**src/rtl/twsq_pkg.sv**
```systemverilog
package twsq_pkg;

  typedef enum logic [1:0] {OP_WRITE = 2'd0, OP_READ = 2'd1, OP_PROBE = 2'd2} twsq_op_e;

  typedef enum logic [2:0] {
    PH_START, PH_DEVW, PH_REG, PH_RSTART, PH_DEVR, PH_DATW, PH_DATR, PH_STOP
  } twsq_ph_e;

  typedef enum logic [2:0] {
    S_IDLE, S_ISSUE, S_WAIT, S_RDOUT, S_STOPW, S_DONE
  } twsq_st_e;

  // control byte bits
  localparam logic [7:0] CTL_ACK   = 8'h04;
  localparam logic [7:0] CTL_FLAG  = 8'h08;
  localparam logic [7:0] CTL_STOP  = 8'h10;
  localparam logic [7:0] CTL_START = 8'h20;
  localparam logic [7:0] CTL_EN    = 8'h40;

  // status codes of successful steps
  localparam logic [7:0] ST_START  = 8'h08;
  localparam logic [7:0] ST_RSTART = 8'h10;
  localparam logic [7:0] ST_AW     = 8'h18;
  localparam logic [7:0] ST_DW     = 8'h28;
  localparam logic [7:0] ST_AR     = 8'h40;
  localparam logic [7:0] ST_DR_ACK = 8'h50;
  localparam logic [7:0] ST_DR_NAK = 8'h58;
  localparam logic [7:0] ST_IDLE   = 8'hF8;

  localparam logic [7:0] CLS_MISMATCH = 8'h01;
  localparam logic [7:0] CLS_TIMEOUT  = 8'h02;

  function automatic logic [31:0] pack_result(input logic [7:0] cls, input logic [7:0] ctl,
                                              input logic [7:0] st, input logic [7:0] exp_st);
    return {cls, ctl, st, exp_st};
  endfunction

  // phase that follows the last address byte of the write-direction header
  function automatic twsq_ph_e after_addr(input twsq_op_e op, input logic len_more);
    if (op == OP_READ) return PH_RSTART;
    return len_more ? PH_DATW : PH_STOP;
  endfunction

  // alen_more / len_more describe the counts left after the current step
  function automatic twsq_ph_e next_phase(input twsq_ph_e ph, input twsq_op_e op,
                                          input logic alen_more, input logic len_more);
    case (ph)
      PH_START:  return (op == OP_PROBE) ? PH_DEVR : PH_DEVW;
      PH_DEVW,
      PH_REG:    return alen_more ? PH_REG : after_addr(op, len_more);
      PH_RSTART: return PH_DEVR;
      PH_DEVR:   return len_more ? PH_DATR : PH_STOP;
      PH_DATW:   return len_more ? PH_DATW : PH_STOP;
      PH_DATR:   return len_more ? PH_DATR : PH_STOP;
      default:   return PH_STOP;
    endcase
  endfunction

endpackage

```
**src/rtl/twsq_timeout.sv**
```systemverilog
module twsq_timeout #(
  parameter int TICK_DIV   = 500,
  parameter int POLL_LIMIT = 1000,
  localparam int LIMIT = TICK_DIV * POLL_LIMIT,
  localparam int CW    = $clog2(LIMIT + 1)
) (
  input  logic clk,
  input  logic rst_n,
  input  logic clr,
  input  logic run,
  output logic expired
);
  logic [CW-1:0] cnt;

  assign expired = run && (cnt == CW'(LIMIT - 1));

  always_ff @(posedge clk or negedge rst_n) begin
    if (!rst_n)                cnt <= '0;
    else if (clr)              cnt <= '0;
    else if (run && !expired)  cnt <= cnt + 1'b1;
  end
endmodule

```
**src/rtl/twsq_decode.sv**
```systemverilog
module twsq_decode
  import twsq_pkg::*;
#(
  parameter int REG_BYTES = 4,
  localparam int ALEN_W = $clog2(REG_BYTES + 1)
) (
  input  twsq_ph_e                 ph,
  input  logic [6:0]               dev,
  input  logic [8*REG_BYTES-1:0]   reg_addr,
  input  logic [ALEN_W-1:0]        alen_left,
  input  logic                     last_byte,
  input  logic [7:0]               wr_data,
  output logic [7:0]               ctl,
  output logic [7:0]               tx_byte,
  output logic [7:0]               exp_code
);
  logic [7:0] reg_byte;

  // most significant remaining byte goes out first
  always_comb begin
    reg_byte = '0;
    for (int i = 0; i < REG_BYTES; i++)
      if (alen_left == ALEN_W'(i + 1)) reg_byte = reg_addr[8*i +: 8];
  end

  always_comb begin
    ctl      = CTL_EN;
    tx_byte  = '0;
    exp_code = ST_IDLE;
    case (ph)
      PH_START:  begin ctl = CTL_EN | CTL_START; exp_code = ST_START;  end
      PH_RSTART: begin ctl = CTL_EN | CTL_START; exp_code = ST_RSTART; end
      PH_DEVW:   begin tx_byte = {dev, 1'b0}; exp_code = ST_AW; end
      PH_DEVR:   begin tx_byte = {dev, 1'b1}; exp_code = ST_AR; end
      PH_REG:    begin tx_byte = reg_byte;    exp_code = ST_DW; end
      PH_DATW:   begin tx_byte = wr_data;     exp_code = ST_DW; end
      PH_DATR:   begin
        ctl      = last_byte ? CTL_EN : (CTL_EN | CTL_ACK);
        exp_code = last_byte ? ST_DR_NAK : ST_DR_ACK;
      end
      default:   begin ctl = CTL_EN | CTL_STOP; exp_code = ST_IDLE; end
    endcase
  end
endmodule

```
**src/rtl/twsq_seq.sv**
```systemverilog
module twsq_seq
  import twsq_pkg::*;
#(
  parameter int REG_BYTES  = 4,
  parameter int LEN_W      = 8,
  parameter int TICK_DIV   = 500,
  parameter int POLL_LIMIT = 1000,
  localparam int REG_W  = 8 * REG_BYTES,
  localparam int ALEN_W = $clog2(REG_BYTES + 1)
) (
  input  logic              clk,
  input  logic              rst_n,
  input  logic              cmd_valid,
  output logic              cmd_ready,
  input  logic [1:0]        cmd_op,
  input  logic [6:0]        cmd_dev,
  input  logic [REG_W-1:0]  cmd_reg,
  input  logic [ALEN_W-1:0] cmd_alen,
  input  logic [LEN_W-1:0]  cmd_len,
  input  logic              wr_valid,
  output logic              wr_ready,
  input  logic [7:0]        wr_data,
  output logic              rd_valid,
  input  logic              rd_ready,
  output logic [7:0]        rd_data,
  output logic              done,
  output logic [31:0]       result,
  output logic              m_ctrl_wr,
  output logic [7:0]        m_ctrl,
  output logic [7:0]        m_wdata,
  input  logic              m_flag,
  input  logic [7:0]        m_status,
  input  logic [7:0]        m_rdata
);
  twsq_st_e          state;
  twsq_ph_e          phase;
  twsq_op_e          op;
  logic [6:0]        dev_q;
  logic [REG_W-1:0]  reg_q;
  logic [ALEN_W-1:0] alen_q;
  logic [LEN_W-1:0]  len_q;
  logic [7:0]        last_ctl;
  logic [7:0]        rdata_q;

  logic [7:0] ctl, tx_byte, exp_code;
  logic       expired;

  // named internal events, also used by the checker
  logic accept, issue_go, step_ok, step_bad, step_tmo, stop_idle, stop_tmo;
  logic [ALEN_W-1:0] alen_after;
  logic [LEN_W-1:0]  len_after;
  twsq_ph_e          nxt_phase;

  twsq_decode #(.REG_BYTES(REG_BYTES)) i_decode (
    .ph(phase), .dev(dev_q), .reg_addr(reg_q), .alen_left(alen_q),
    .last_byte(len_q == LEN_W'(1)), .wr_data(wr_data),
    .ctl(ctl), .tx_byte(tx_byte), .exp_code(exp_code)
  );

  twsq_timeout #(.TICK_DIV(TICK_DIV), .POLL_LIMIT(POLL_LIMIT)) i_timeout (
    .clk(clk), .rst_n(rst_n),
    .clr(state == S_ISSUE),
    .run(state == S_WAIT || state == S_STOPW),
    .expired(expired)
  );

  assign cmd_ready = (state == S_IDLE);
  assign accept    = cmd_ready && cmd_valid;
  assign issue_go  = (state == S_ISSUE) && ((phase != PH_DATW) || wr_valid);
  assign wr_ready  = issue_go && (phase == PH_DATW);
  assign m_ctrl_wr = issue_go;
  assign m_ctrl    = ctl;
  assign m_wdata   = tx_byte;

  assign step_ok   = (state == S_WAIT) && m_flag && (m_status == exp_code);
  assign step_bad  = (state == S_WAIT) && m_flag && (m_status != exp_code);
  assign step_tmo  = (state == S_WAIT) && !m_flag && expired;
  assign stop_idle = (state == S_STOPW) && (m_status == ST_IDLE);
  assign stop_tmo  = (state == S_STOPW) && !stop_idle && expired;

  assign rd_valid  = (state == S_RDOUT);
  assign rd_data   = rdata_q;
  assign done      = (state == S_DONE);

  assign alen_after = (phase == PH_REG) ? alen_q - 1'b1 : alen_q;
  assign len_after  = (phase == PH_DATW || phase == PH_DATR) ? len_q - 1'b1 : len_q;
  assign nxt_phase  = next_phase(phase, op, alen_after != '0, len_after != '0);

  always_ff @(posedge clk or negedge rst_n) begin
    if (!rst_n) begin
      state    <= S_IDLE;
      phase    <= PH_START;
      op       <= OP_WRITE;
      dev_q    <= '0;
      reg_q    <= '0;
      alen_q   <= '0;
      len_q    <= '0;
      last_ctl <= '0;
      rdata_q  <= '0;
      result   <= '0;
    end else begin
      case (state)
        S_IDLE: if (accept) begin
          op     <= twsq_op_e'(cmd_op);
          dev_q  <= cmd_dev;
          reg_q  <= cmd_reg;
          alen_q <= (cmd_alen > ALEN_W'(REG_BYTES)) ? ALEN_W'(REG_BYTES) : cmd_alen;
          len_q  <= (twsq_op_e'(cmd_op) == OP_PROBE) ? LEN_W'(1) : cmd_len;
          result <= '0;
          phase  <= PH_START;
          state  <= S_ISSUE;
        end
        S_ISSUE: if (issue_go) begin
          last_ctl <= ctl;
          state    <= (phase == PH_STOP) ? S_STOPW : S_WAIT;
        end
        S_WAIT: begin
          if (step_ok) begin
            if (phase == PH_DATR && op != OP_PROBE) begin
              rdata_q <= m_rdata;
              state   <= S_RDOUT;
            end else begin
              phase  <= nxt_phase;
              alen_q <= alen_after;
              len_q  <= len_after;
              state  <= S_ISSUE;
            end
          end else if (step_bad || step_tmo) begin
            result <= pack_result(step_bad ? CLS_MISMATCH : CLS_TIMEOUT,
                                  step_bad ? (last_ctl | CTL_FLAG) : last_ctl,
                                  m_status, exp_code);
            phase  <= PH_STOP;
            state  <= S_ISSUE;
          end
        end
        S_RDOUT: if (rd_ready) begin
          phase  <= nxt_phase;
          alen_q <= alen_after;
          len_q  <= len_after;
          state  <= S_ISSUE;
        end
        S_STOPW: begin
          if (stop_idle) state <= S_DONE;
          else if (stop_tmo) begin
            if (result == '0) result <= pack_result(CLS_TIMEOUT, last_ctl, m_status, ST_IDLE);
            state <= S_DONE;
          end
        end
        default: state <= S_IDLE;
      endcase
    end
  end
endmodule

```
**config.mk**
```make
export PLATFORM = sky130hd
export DESIGN_NAME = twsq_seq
export DESIGN_NICKNAME = d
export VERILOG_FILES = /design/src/rtl/twsq_pkg.sv /design/src/rtl/twsq_timeout.sv /design/src/rtl/twsq_decode.sv /design/src/rtl/twsq_seq.sv
export SDC_FILE = /design/constraint.sdc
export NUM_CORES = 1
export LEC_CHECK = 0
export ABC_CLOCK_PERIOD_IN_PS = 2500
export BUFFER_PORTS_ARGS = -buffer_cell sky130_fd_sc_hd__buf_2
export CAP_MARGIN = 20
export CORE_AREA = 2 2 123 101
export DETAILED_ROUTE_END_ITERATION = 8
export DIE_AREA = 0 0 125 103
export HOLD_SLACK_MARGIN = 0.12
export MAX_ROUTING_LAYER = met4
export PLACE_DENSITY_LB_ADDON = 0.12
export RECOVER_POWER = 50
export SLEW_MARGIN = 10
export SYNTH_ARGS = -nofsm -noshare
export SYNTH_HDL_FRONTEND = slang
export SYNTH_SLANG_ARGS = --single-unit
export TNS_END_PERCENT = 5
```
**constraint.sdc**
```tcl
create_clock -name clk -period 2.5 [get_ports clk]
set_input_delay 0.25 -clock clk [delete_from_list [all_inputs] [get_ports clk]]
set_output_delay 0.25 -clock clk [all_outputs]
set_load 0.05 [all_outputs]
```
==> results.yml, run 1 <==
detailed_routing:
  ant_nets: 0
  drtIter0Drc: 475
  avgRoutedWirePerCell_um: 17.4
  vias_per_cell: 5.78
  firstDrtPassIters: 8
  routed_wl_um: 16700
  vias: 5546
  route.detailed.drc: 0
place:
  io_buffers: 125
  gp_congestion: 0.921
  dp_hpwl_um: 11900
  dp.cells: 918
  post-place-ws_ps: -20.2
  placed_area_um2: 7180
logic_synthesis:
  syn_avg_cell_area_um2: 9.80
  synth_cell_types: 81
  synth_area_leaders: "dfrtp_1 (43%), mux2_2 (8.7%), a21oi_1 (3.4%), mux2i_1 (3.3%), nor2_1 (3.2%)"
  ys_warn_count: 0
  syn_area_um2: 6310
  ys_ff_latch: 108
  async_flop_share_pct: 100
  synth_top_area_cell: "dfrtp_1"
  ys_seq_area_share_pct: 42.8
  yosysTopAreaCellShare_pct: 42.8
  synth_edf_count: 0
  netlist_instances: 644
  synth_flop_cell: "dfrtp_1"
clocking:
  insertion_delay_ps: 360
  cts_root_buffer: "clkbuf_16"
  clkSinkCount: 108
  htree_levels: 3
  clk_pin_slew_worst_paths_ps: 70
  cts_buffers: 9
  cts_tree: "done"
  clockBufferDepth: 2
timing:
  rsz0062_at_grt: "true"
  setup_ws_ps: -3.73
  hold_viol: 0
  worstMarginPinSlew_ps: 1240
  report.final.slew_viol_count: 0
  fmax_mhz: 399
  relSlewSlack_pct: 17.5
  fin_crit_sh_pct: 100
  setup_viol: 1
  clock_skew_ps: 5.64
  period_needed_ps: 2500
  fin_hold_ws_ps: 126
critical_path:
  crit_path_end_kind: "output pin"
  arrival_ps: 2250
  path_cells: "inv_1 -> ha_1 -> nor2b_1 -> buf_4 -> a22oi_1 -> nor2_1 -> a21oi_1 -> a2bb2oi_1 -> o22ai_1 -> buf_4"
  crit_path_top_delay_cell: "dfrtp_2"
  crit_required_ps: 2250
  start_kind: "flop"
  slowest_delay_ps: 440
  path_class: "flop to output pin"
  critPathMostFrequentCell: "buf_4"
  cp_max_fo: 7
pwr:
  p_leak_nw: 3.49
  p_total_mw: 9.80
  vdd_drop_max_v: 0.000984
  power.density_nw_per_um2: 1260
global_routing:
  grt_start_max_net_pins: 50
  grt.overflow.total: 0
  grt_pass1_vias: 5450
  grt_pass1_wl_um: 26800
  track_usage_pct: 26.9
  antenna_found_initial: 1
cells_and_area:
  mostFrequentLayoutCells: "dfrtp_1 (105), buf_2 (90), nor2_1 (51), nand2_1 (51), mux2_2 (49)"
  fin_cells: 960
  fin_area_um2: 7790
  layout-drive-gt1-share_pct: 31.1
  nFillCells: 969
  syn_to_final_growth_pct: 23.5
  layout_commonest_cell: "dfrtp_1"
  layout.nets: 892
floorplan:
  die_area_um2: 12900
  dieWidth_um: 125
  initial_core_util_pct: 53.5
  num_rows: 36
  die_h_um: 103
  core_area_um2: 11800
  io_pins: 143
outcome:
  status: "complete, but fails checks"
  violations: "negative setup slack"
hold_path:
  worst_hold_path_type: "input pin to flop"
flow_run:
  maxCapViolCount: 0
cell type report:
cell class,count,area (um2),area share (%)
clock inverter,6,71.3,0.916
multi-input combinational,463,3280,42.1
tap,152,190,2.44
clock buffer,10,229,2.94
inverter,29,109,1.40
timing repair buffer,191,1200,15.4
sequential,108,2710,34.7
antenna,1,2.50,0.0321
per-layer routing:
layer,GRT usage (%),share of wire (%)
met5,-,0
met3,5.09,5.9
met1,34.1,44
met4,8.72,2.0
met2,44.5,48
synth_stat cells (all sizes together) (3+ instances only):
cell	instances
and3	4
xnor2	17
a2111oi	10
or3	4
and4	3
o22ai	10
a32oi	4
and2	5
buf	41
a21oi	45
nand2	51
a31oi	7
nand2b	11
inv	28
a2bb2oi	10
mux2i	21
a22oi	9
or4	4
clkbuf	18
ha	8
nor4	9
or3b	3
mux2	53
nor2	53
nor2b	7
nand4	5
a22o	6
nor3	9
dfrtp	108
o21ai	21
nand3b	3
a31o	5
nand3	15
state kept, by name, indices dropped and copies added, names as in the netlist:
name and flops:
reg_q 32, i_timeout.cnt 19, result 19, len_q 8, rd_data 8, dev_q 7, last_ctl 4, alen_q 3
phase 3, state 3, op 2
cell families (layout without fill, tap and decap cells):
family | after synthesis | after routing | share of synthesized area [%]
xor gates and xnor gates | 19 | 19 | 2.64
other | 2 | 18 | 0.119
muxes | 74 | 74 | 12.8
adders and majority gates | 8 | 8 | 1.59
AOI/OAI and AO/OA | 149 | 149 | 16.8
buffers and inverters | 88 | 236 | 7.20
and+or+nand+nor | 196 | 196 | 16.0
DFF | 108 | 108 | 42.8
worst max-delay path: cells and delay by family (launching register included):
kind | cells | cell delay (ps)
adder cells (fa/ha/maj) | 1 | 190
flip-flops | 1 | 440
AND/OR/NAND/NOR | 2 | 130
buffers and inverters | 3 | 470
AO/OA/AOI/OAI | 4 | 660
report_power, final:
part,internal (mW),switching (mW)
registers,2.34,0.512
logic,2.24,3.25
clock network,0.789,0.675
total,5.36,4.44
final timing paths:
| check | startpoint | end | slack [ps] | cells past startpoint |
|---|---|---|---|---|
| setup / recovery | alen_q[0]$_DFFE_PN0P_ | m_wdata[3] | -4 | 10 |
| hold / removal | cmd_reg[6] | reg_q[6]$_DFFE_PN0P_ | 130 | 2 |
| setup reg to reg | i_timeout.cnt[11]$_DFFE_PN0P_ | i_timeout.cnt[8]$_DFFE_PN0P_ | 90 | 5 |
| hold reg to reg | last_ctl[6]$_DFFE_PN0P_ | last_ctl[6]$_DFFE_PN0P_ | 470 | 1 |
| max in group asynchronous | rst_n | phase[1]$_DFFE_PN0P_ | 420 | 3 |
| min in group asynchronous | rst_n | reg_q[9]$_DFFE_PN0P_ | 690 | 2 |
stage by stage:
step	setup TNS (ps)	utilization [%]
global placement	0	60.8
global route	-290	66.0
detailed placement	-100	60.8
CTS	-39.7	65.7
floorplan	-578	-
finish	-3.73	66.0
timing repair:
action                                 in CTS  in global routing
setup buffers                               1                  1
pin swaps                                   0                  1
hold buffers                               23                  0
endpoints found under the hold margin      69                  0
gates resized for setup                    13                 20
setup endpoints to repair                  23                 28
(Power assumes the default switching activity.)
==> inputs of run 2 (changes only) <==
--- a/config.mk
+++ b/config.mk
@@ -8,9 +8,11 @@
 export ABC_CLOCK_PERIOD_IN_PS = 2500
 export BUFFER_PORTS_ARGS = -buffer_cell sky130_fd_sc_hd__buf_2
 export CAP_MARGIN = 20
-export CORE_AREA = 2 2 123 101
+export CELL_PAD_IN_SITES_DETAIL_PLACEMENT = 1
+export CELL_PAD_IN_SITES_GLOBAL_PLACEMENT = 1
+export CORE_AREA = 2 2 141 115
 export DETAILED_ROUTE_END_ITERATION = 8
-export DIE_AREA = 0 0 125 103
+export DIE_AREA = 0 0 143 117
 export HOLD_SLACK_MARGIN = 0.12
 export MAX_ROUTING_LAYER = met4
 export PLACE_DENSITY_LB_ADDON = 0.12
==> run 2 against run 1 <==
Clock skew increased by 4.8 ps. Count of clock-buffer cells in the layout unchanged. Via count about the same. The flow now finishes without violations. Cell area increased by 2.8%. Sequential share of layout area decreased by 0.92 points. Worst hold slack improved by 2.2 ps. Worst setup slack improved by 36 ps. Combinational power increased by 6.0%. Critical endpoint is now m_wdata[5]. Maximum frequency increased by 1.5%.
==> results.yml, run 2 (synthesis gave the netlist of run 1 again) <==
clocking:
  cts_tree: "done"
  clockBufferDepth: 2
  cts_buffers: 9
  insertion_delay_ps: 360
  htree_levels: 3
  clk_pin_slew_worst_paths_ps: 70
  cts_root_buffer: "clkbuf_16"
  clkSinkCount: 108
cells_and_area:
  reg_top3: "reg_q (32), i_timeout.cnt (19), result (19)"
  layout-drive-gt1-share_pct: 34.3
  largest_reg_flops: 32
  regMostFlops: "reg_q"
  nFillCells: 1767
  syn_to_final_growth_pct: 26.9
  utilization_pct: 51.8
  seq_area_um2: 2710
  layout.nets: 898
  mostFrequentLayoutCells: "dfrtp_1 (104), buf_2 (99), nor2_1 (51), nand2_1 (51)"
  layout_commonest_cell: "dfrtp_1"
  multi_input_area_um2: 3380
detailed_routing:
  drtIter0Drc: 257
  routed_wl_um: 19400
  route.detailed.drc: 0
  firstDrtPassIters: 4
  vias_per_cell: 5.39
  vias: 5543
  avgRoutedWirePerCell_um: 18.8
  ant_nets: 0
global_routing:
  grt_pass1_vias: 5935
  antenna_found_initial: 1
  grt_start_max_net_pins: 44
  track_usage_pct: 24.4
  grt.overflow.total: 0
  grt_pass1_wl_um: 30900
critical_path:
  crit_path_end_kind: "output pin"
  critPathMostFrequentCell: "buf_4"
  arrival_ps: 2220
  slowest_delay_ps: 620
  path_buf_inv: 2
  crit_path_top_delay_cell: "or3b_2"
  path_cells: "buf_4 -> or3b_2 -> o22ai_1 -> buf_4"
  cp_top_family: "simple AND/OR/NAND/NOR gates"
  cp_max_fo: 13
  crit_required_ps: 2250
  start_kind: "flop"
  path_class: "flop to output pin"
outcome:
  status: "complete, no violations"
timing:
  fin_crit_sh_pct: 98.7
  period_needed_ps: 2470
  relSlewSlack_pct: 25.8
  clock_skew_ps: 10.4
  report.final.slew_viol_count: 0
  hold_viol: 0
  setup_viol: 0
  fin_tns_setup_ps: 0
  setup_ws_ps: 32.1
  fmax_mhz: 405
  fin_hold_ws_ps: 128
  worstMarginPinSlew_ps: 1110
  rsz0062_at_grt: "true"
floorplan:
  initial_core_util_pct: 40.9
  io_pins: 143
  num_rows: 41
  core_area_um2: 15400
  dieWidth_um: 143
  die_area_um2: 16700
  die_h_um: 117
place:
  io_buffers: 125
  post-place-ws_ps: -35.8
  dp_hpwl_um: 14300
  gp_congestion: 0.837
pwr:
  power.density_nw_per_um2: 1260
  p_leak_nw: 3.56
  p_total_mw: 10.1
  vdd_drop_max_v: 0.000951
hold_path:
  worst_hold_path_type: "input pin to flop"
flow_run:
  maxCapViolCount: 0
## run 2: cell count changes in the layout (fill, tap and decap cells not counted), sizes merged
cell,before,now
buf,139,154
clkbuf,39,31
bufinv,1,0
clkinv,3,4
clkinvlp,1,0
dlygate4sd3,23,22
inv,30,31
## run 2: metrics by stage
step	instances	area (um2)
2_1_floorplan	659	6370
3_3_place_gp	989	7320
3_5_place_dp	989	7320
4_1_cts	1027	7880
5_1_grt	1029	8000
6_report	1029	8000
## run 2: layout make-up
| type | instances | share of cell area [%] |
|---|---|---|
| clock buffer | 10 | 2.86 |
| multi-input combinational | 463 | 42.3 |
| antenna | 1 | 0.0313 |
| clock inverter | 6 | 0.703 |
| tap | 215 | 3.36 |
| inverter | 29 | 1.42 |
| timing repair buffer | 197 | 15.5 |
| sequential | 108 | 33.8 |
## run 2: routing by layer
metal | vias up | global-route usage [%] | wire length (um)
li1 | 2609 | - | -
met1 | 2796 | 30.4 | 8630
met2 | 124 | 41.9 | 9710
met3 | 14 | 4.60 | 812
met4 | 0 | 5.28 | 224
met5 | - | - | 0
## run 2: report_power, final
part           switching (mW)  total, mW  internal (mW)
Clock                   0.697       1.39          0.697
Combinational            3.47       5.82           2.35
Sequential              0.548       2.89           2.34
Total                    4.72       10.1           5.38
## run 2: worst reg2reg max path: stages, from the launching register on
cell	delay, ps
dfrtp_1	400
ha_1	250
nand2_1	140
or4_4	590
o21ai_4	370
a211oi_2	240
a21oi_1	260
a31o_2	140
## run 2: worst paths after layout
path	start	endpoint	slack (ps)	depth (start not counted)
min	cmd_reg[10]	reg_q[10]$_DFFE_PN0P_	130	2
max	phase[0]$_DFFE_PN0P_	m_wdata[5]	30	4
min in group asynchronous	rst_n	alen_q[1]$_DFFE_PN0P_	650	2
min reg2reg	last_ctl[6]$_DFFE_PN0P_	last_ctl[6]$_DFFE_PN0P_	480	1
max reg2reg	i_timeout.cnt[0]$_DFFE_PN0P_	i_timeout.cnt[12]$_DFFE_PN0P_	70	7
max in group asynchronous	rst_n	phase[1]$_DFFE_PN0P_	520	3
## run 2: timing repair
item                                    in CTS  in global routing
endpoints found under the setup margin      20                 35
hold buffers                                22                  0
hold endpoints to repair                    61                  0
setup buffers                                0                  1
pin swaps                                    1                  5
resized for setup                           19                 33
==> inputs of run 3 (changes only) <==
--- a/config.mk
+++ b/config.mk
@@ -10,9 +10,9 @@
 export CAP_MARGIN = 20
 export CELL_PAD_IN_SITES_DETAIL_PLACEMENT = 1
 export CELL_PAD_IN_SITES_GLOBAL_PLACEMENT = 1
-export CORE_AREA = 2 2 141 115
+export CORE_AREA = 3 3 142 116
 export DETAILED_ROUTE_END_ITERATION = 8
-export DIE_AREA = 0 0 143 117
+export DIE_AREA = 0 0 145 119
 export HOLD_SLACK_MARGIN = 0.12
 export MAX_ROUTING_LAYER = met4
 export PLACE_DENSITY_LB_ADDON = 0.12
==> constraint.sdc (replaced) <==
create_clock -name clk -period 2.5 [get_ports clk]
set_input_delay 0.25 -clock clk [delete_from_list [all_inputs] [get_ports clk]]
set_output_delay 0.25 -clock clk [all_outputs]
set_load 0.02 [all_outputs]
==> run 3 against run 2 <==
Maximum frequency shrank 0.65%. Worst setup slack lost 16 ps. Register-to-register slack lost 20 ps. Via count shrank 0.18%. Total power shrank 7.0%. Routed wire length grew 1.5%. Sequential cell count is the same. Non-clock buffer count grew 11. Sequential share of layout area shrank 0.069 points. Global-route usage shrank 1.1 points.
==> results.yml, run 3 (synthesis gave the netlist of run 1 again) <==
global_routing:
  grt.overflow.total: 0
  track_usage_pct: 23.3
  grt_pass1_wl_um: 31800
  grt_pass1_vias: 6090
  antenna_found_initial: 1
  grt_start_max_net_pins: 51
critical_path:
  crit_path_top_delay_cell: "dfrtp_2"
  arrival_ps: 2230
  rr_startpoint: "i_timeout.cnt[11]$_DFFE_PN0P_"
  critPathMostFrequentCell: "buf_4"
  crit_path_end_kind: "output pin"
  start_kind: "flop"
  path_class: "flop to output pin"
  r2r_slack_ps: 50
  crit_required_ps: 2250
  r2r_cells: 5
  r2r-end: "i_timeout.cnt[8]$_DFFE_PN0P_"
  crit_path_end: "m_wdata[2]"
  cp_max_fo: 7
  path_cells: "ha_1 -> nor2b_4 -> buf_4 -> a22oi_1 -> nor2_1 -> a21oi_2 -> a2bb2oi_1 -> o22ai_1 -> buf_4"
  slowest_delay_ps: 480
  cp-startpoint: "alen_q[0]$_DFFE_PN0P_"
pwr:
  p_total_mw: 9.39
  vdd_drop_max_v: 0.000491
  p_leak_nw: 3.56
  power.density_nw_per_um2: 1170
cells_and_area:
  utilization_pct: 53.2
  layout.nets: 909
  layout-drive-gt1-share_pct: 30.8
  largest_reg_flops: 32
  syn_to_final_growth_pct: 27.1
  reg_top3: "reg_q (32), i_timeout.cnt (19), result (19)"
  layout_commonest_cell: "dfrtp_1"
  fin_cells: 1035
  mostFrequentLayoutCells: "dfrtp_1 (104), buf_2 (94), nor2_1 (52)"
  regMostFlops: "reg_q"
timing:
  report.final.slew_viol_count: 0
  period_needed_ps: 2480
  fin_crit_sh_pct: 99.4
  rsz0062_at_grt: "true"
  fmax_mhz: 403
  setup_viol: 0
  hold_viol: 0
  worstMarginPinSlew_ps: 966
  clock_skew_ps: 7.18
  setup_ws_ps: 16.0
  relSlewSlack_pct: 35.6
  fin_tns_setup_ps: 0
floorplan:
  core_area_um2: 15100
  die_h_um: 119
  initial_core_util_pct: 41.9
  die_area_um2: 17300
  dieWidth_um: 145
  io_pins: 143
  num_rows: 40
place:
  post-place-ws_ps: -28.5
  dp.cells: 978
  gp_congestion: 0.882
  dp_hpwl_um: 14400
  io_buffers: 125
clocking:
  clk_pin_slew_worst_paths_ps: 80
  cts_root_buffer: "clkbuf_16"
  clkSinkCount: 108
  insertion_delay_ps: 370
  clockBufferDepth: 2
  htree_levels: 3
  cts_buffers: 9
  cts_tree: "done"
detailed_routing:
  vias_per_cell: 5.35
  vias: 5533
  route.detailed.drc: 0
  ant_nets: 0
  firstDrtPassIters: 4
  avgRoutedWirePerCell_um: 19.0
  drtIter0Drc: 228
  routed_wl_um: 19700
hold_path:
  hold_start: "cmd_op[1]"
  worst_hold_path_type: "input pin to flop"
flow_run:
  maxCapViolCount: 0
outcome:
  status: "complete, no violations"
-- run 3: changes by cell type in the layout (fill, tap and decap cells not counted), sizes merged --
cell / delta
buf: -13
dlygate4sd3: +16
clkinvlp: +1
clkbuf: +7
-- run 3: area by class of cell --
cell class,count,area (um2)
Timing Repair Buffer,208,1340
Multi-Input combinational cell,463,3290
Clock inverter,7,80.1
Antenna cell,1,2.50
Fill cell,1740,7040
Inverter,29,111
Tap cell,210,263
Sequential cell,108,2710
Clock buffer,9,225
-- run 3: worst min-delay path by stage --
stage | depth (start not counted) | to
5_1_grt | 2 | reg_q[30]$_DFFE_PN0P_
2_1_floorplan | 0 | alen_q[0]$_DFFE_PN0P_
4_1_cts | 2 | reg_q[14]$_DFFE_PN0P_
3_3_place_gp | 1 | reg_q[0]$_DFFE_PN0P_
6_report | 2 | op[1]$_DFFE_PN0P_
3_5_place_dp | 1 | reg_q[16]$_DFFE_PN0P_
-- run 3: per-stage QoR --
stage / instance area [um2] / hold slack [ps]
finish: 8020 / 134
global route: 8020 / 131
CTS: 7980 / 121
detailed placement: 7270 / 260
global placement: 7270 / 247
floorplan: 6360 / -45.6
-- run 3: where the power goes --
part | internal [mW] | switching, mW
Sequential | 2.34 | 0.570
Clock | 0.714 | 0.751
Combinational | 2.22 | 2.80
-- run 3: critical path: cells and delay by family (launching register included) --
family | cells | cell delay (ps)
compound gates | 4 | 610
simple gates | 2 | 210
buf+inv | 2 | 340
flops | 1 | 480
fa+ha+maj | 1 | 230
-- run 3: repair_timing --
action | in CTS | in global routing
pin swaps | 1 | 4
setup buffers | 2 | 0
gates resized for setup | 12 | 18
hold buffers | 37 | 1
hold endpoints to repair | 70 | 1
endpoints found under the setup margin | 28 | 32
-- run 3: routing by layer --
| metal | global-route usage, % | share of wire [%] | vias to the layer above | wire (um) |
|---|---|---|---|---|
| met5 | - | 0 | - | 0 |
| met4 | 6.53 | 1.7 | 0 | 337 |
| met3 | 4.30 | 3.9 | 24 | 757 |
| met2 | 39.9 | 50 | 124 | 9850 |
| met1 | 28.5 | 44 | 2766 | 8710 |
| li1 | - | - | 2619 | - |
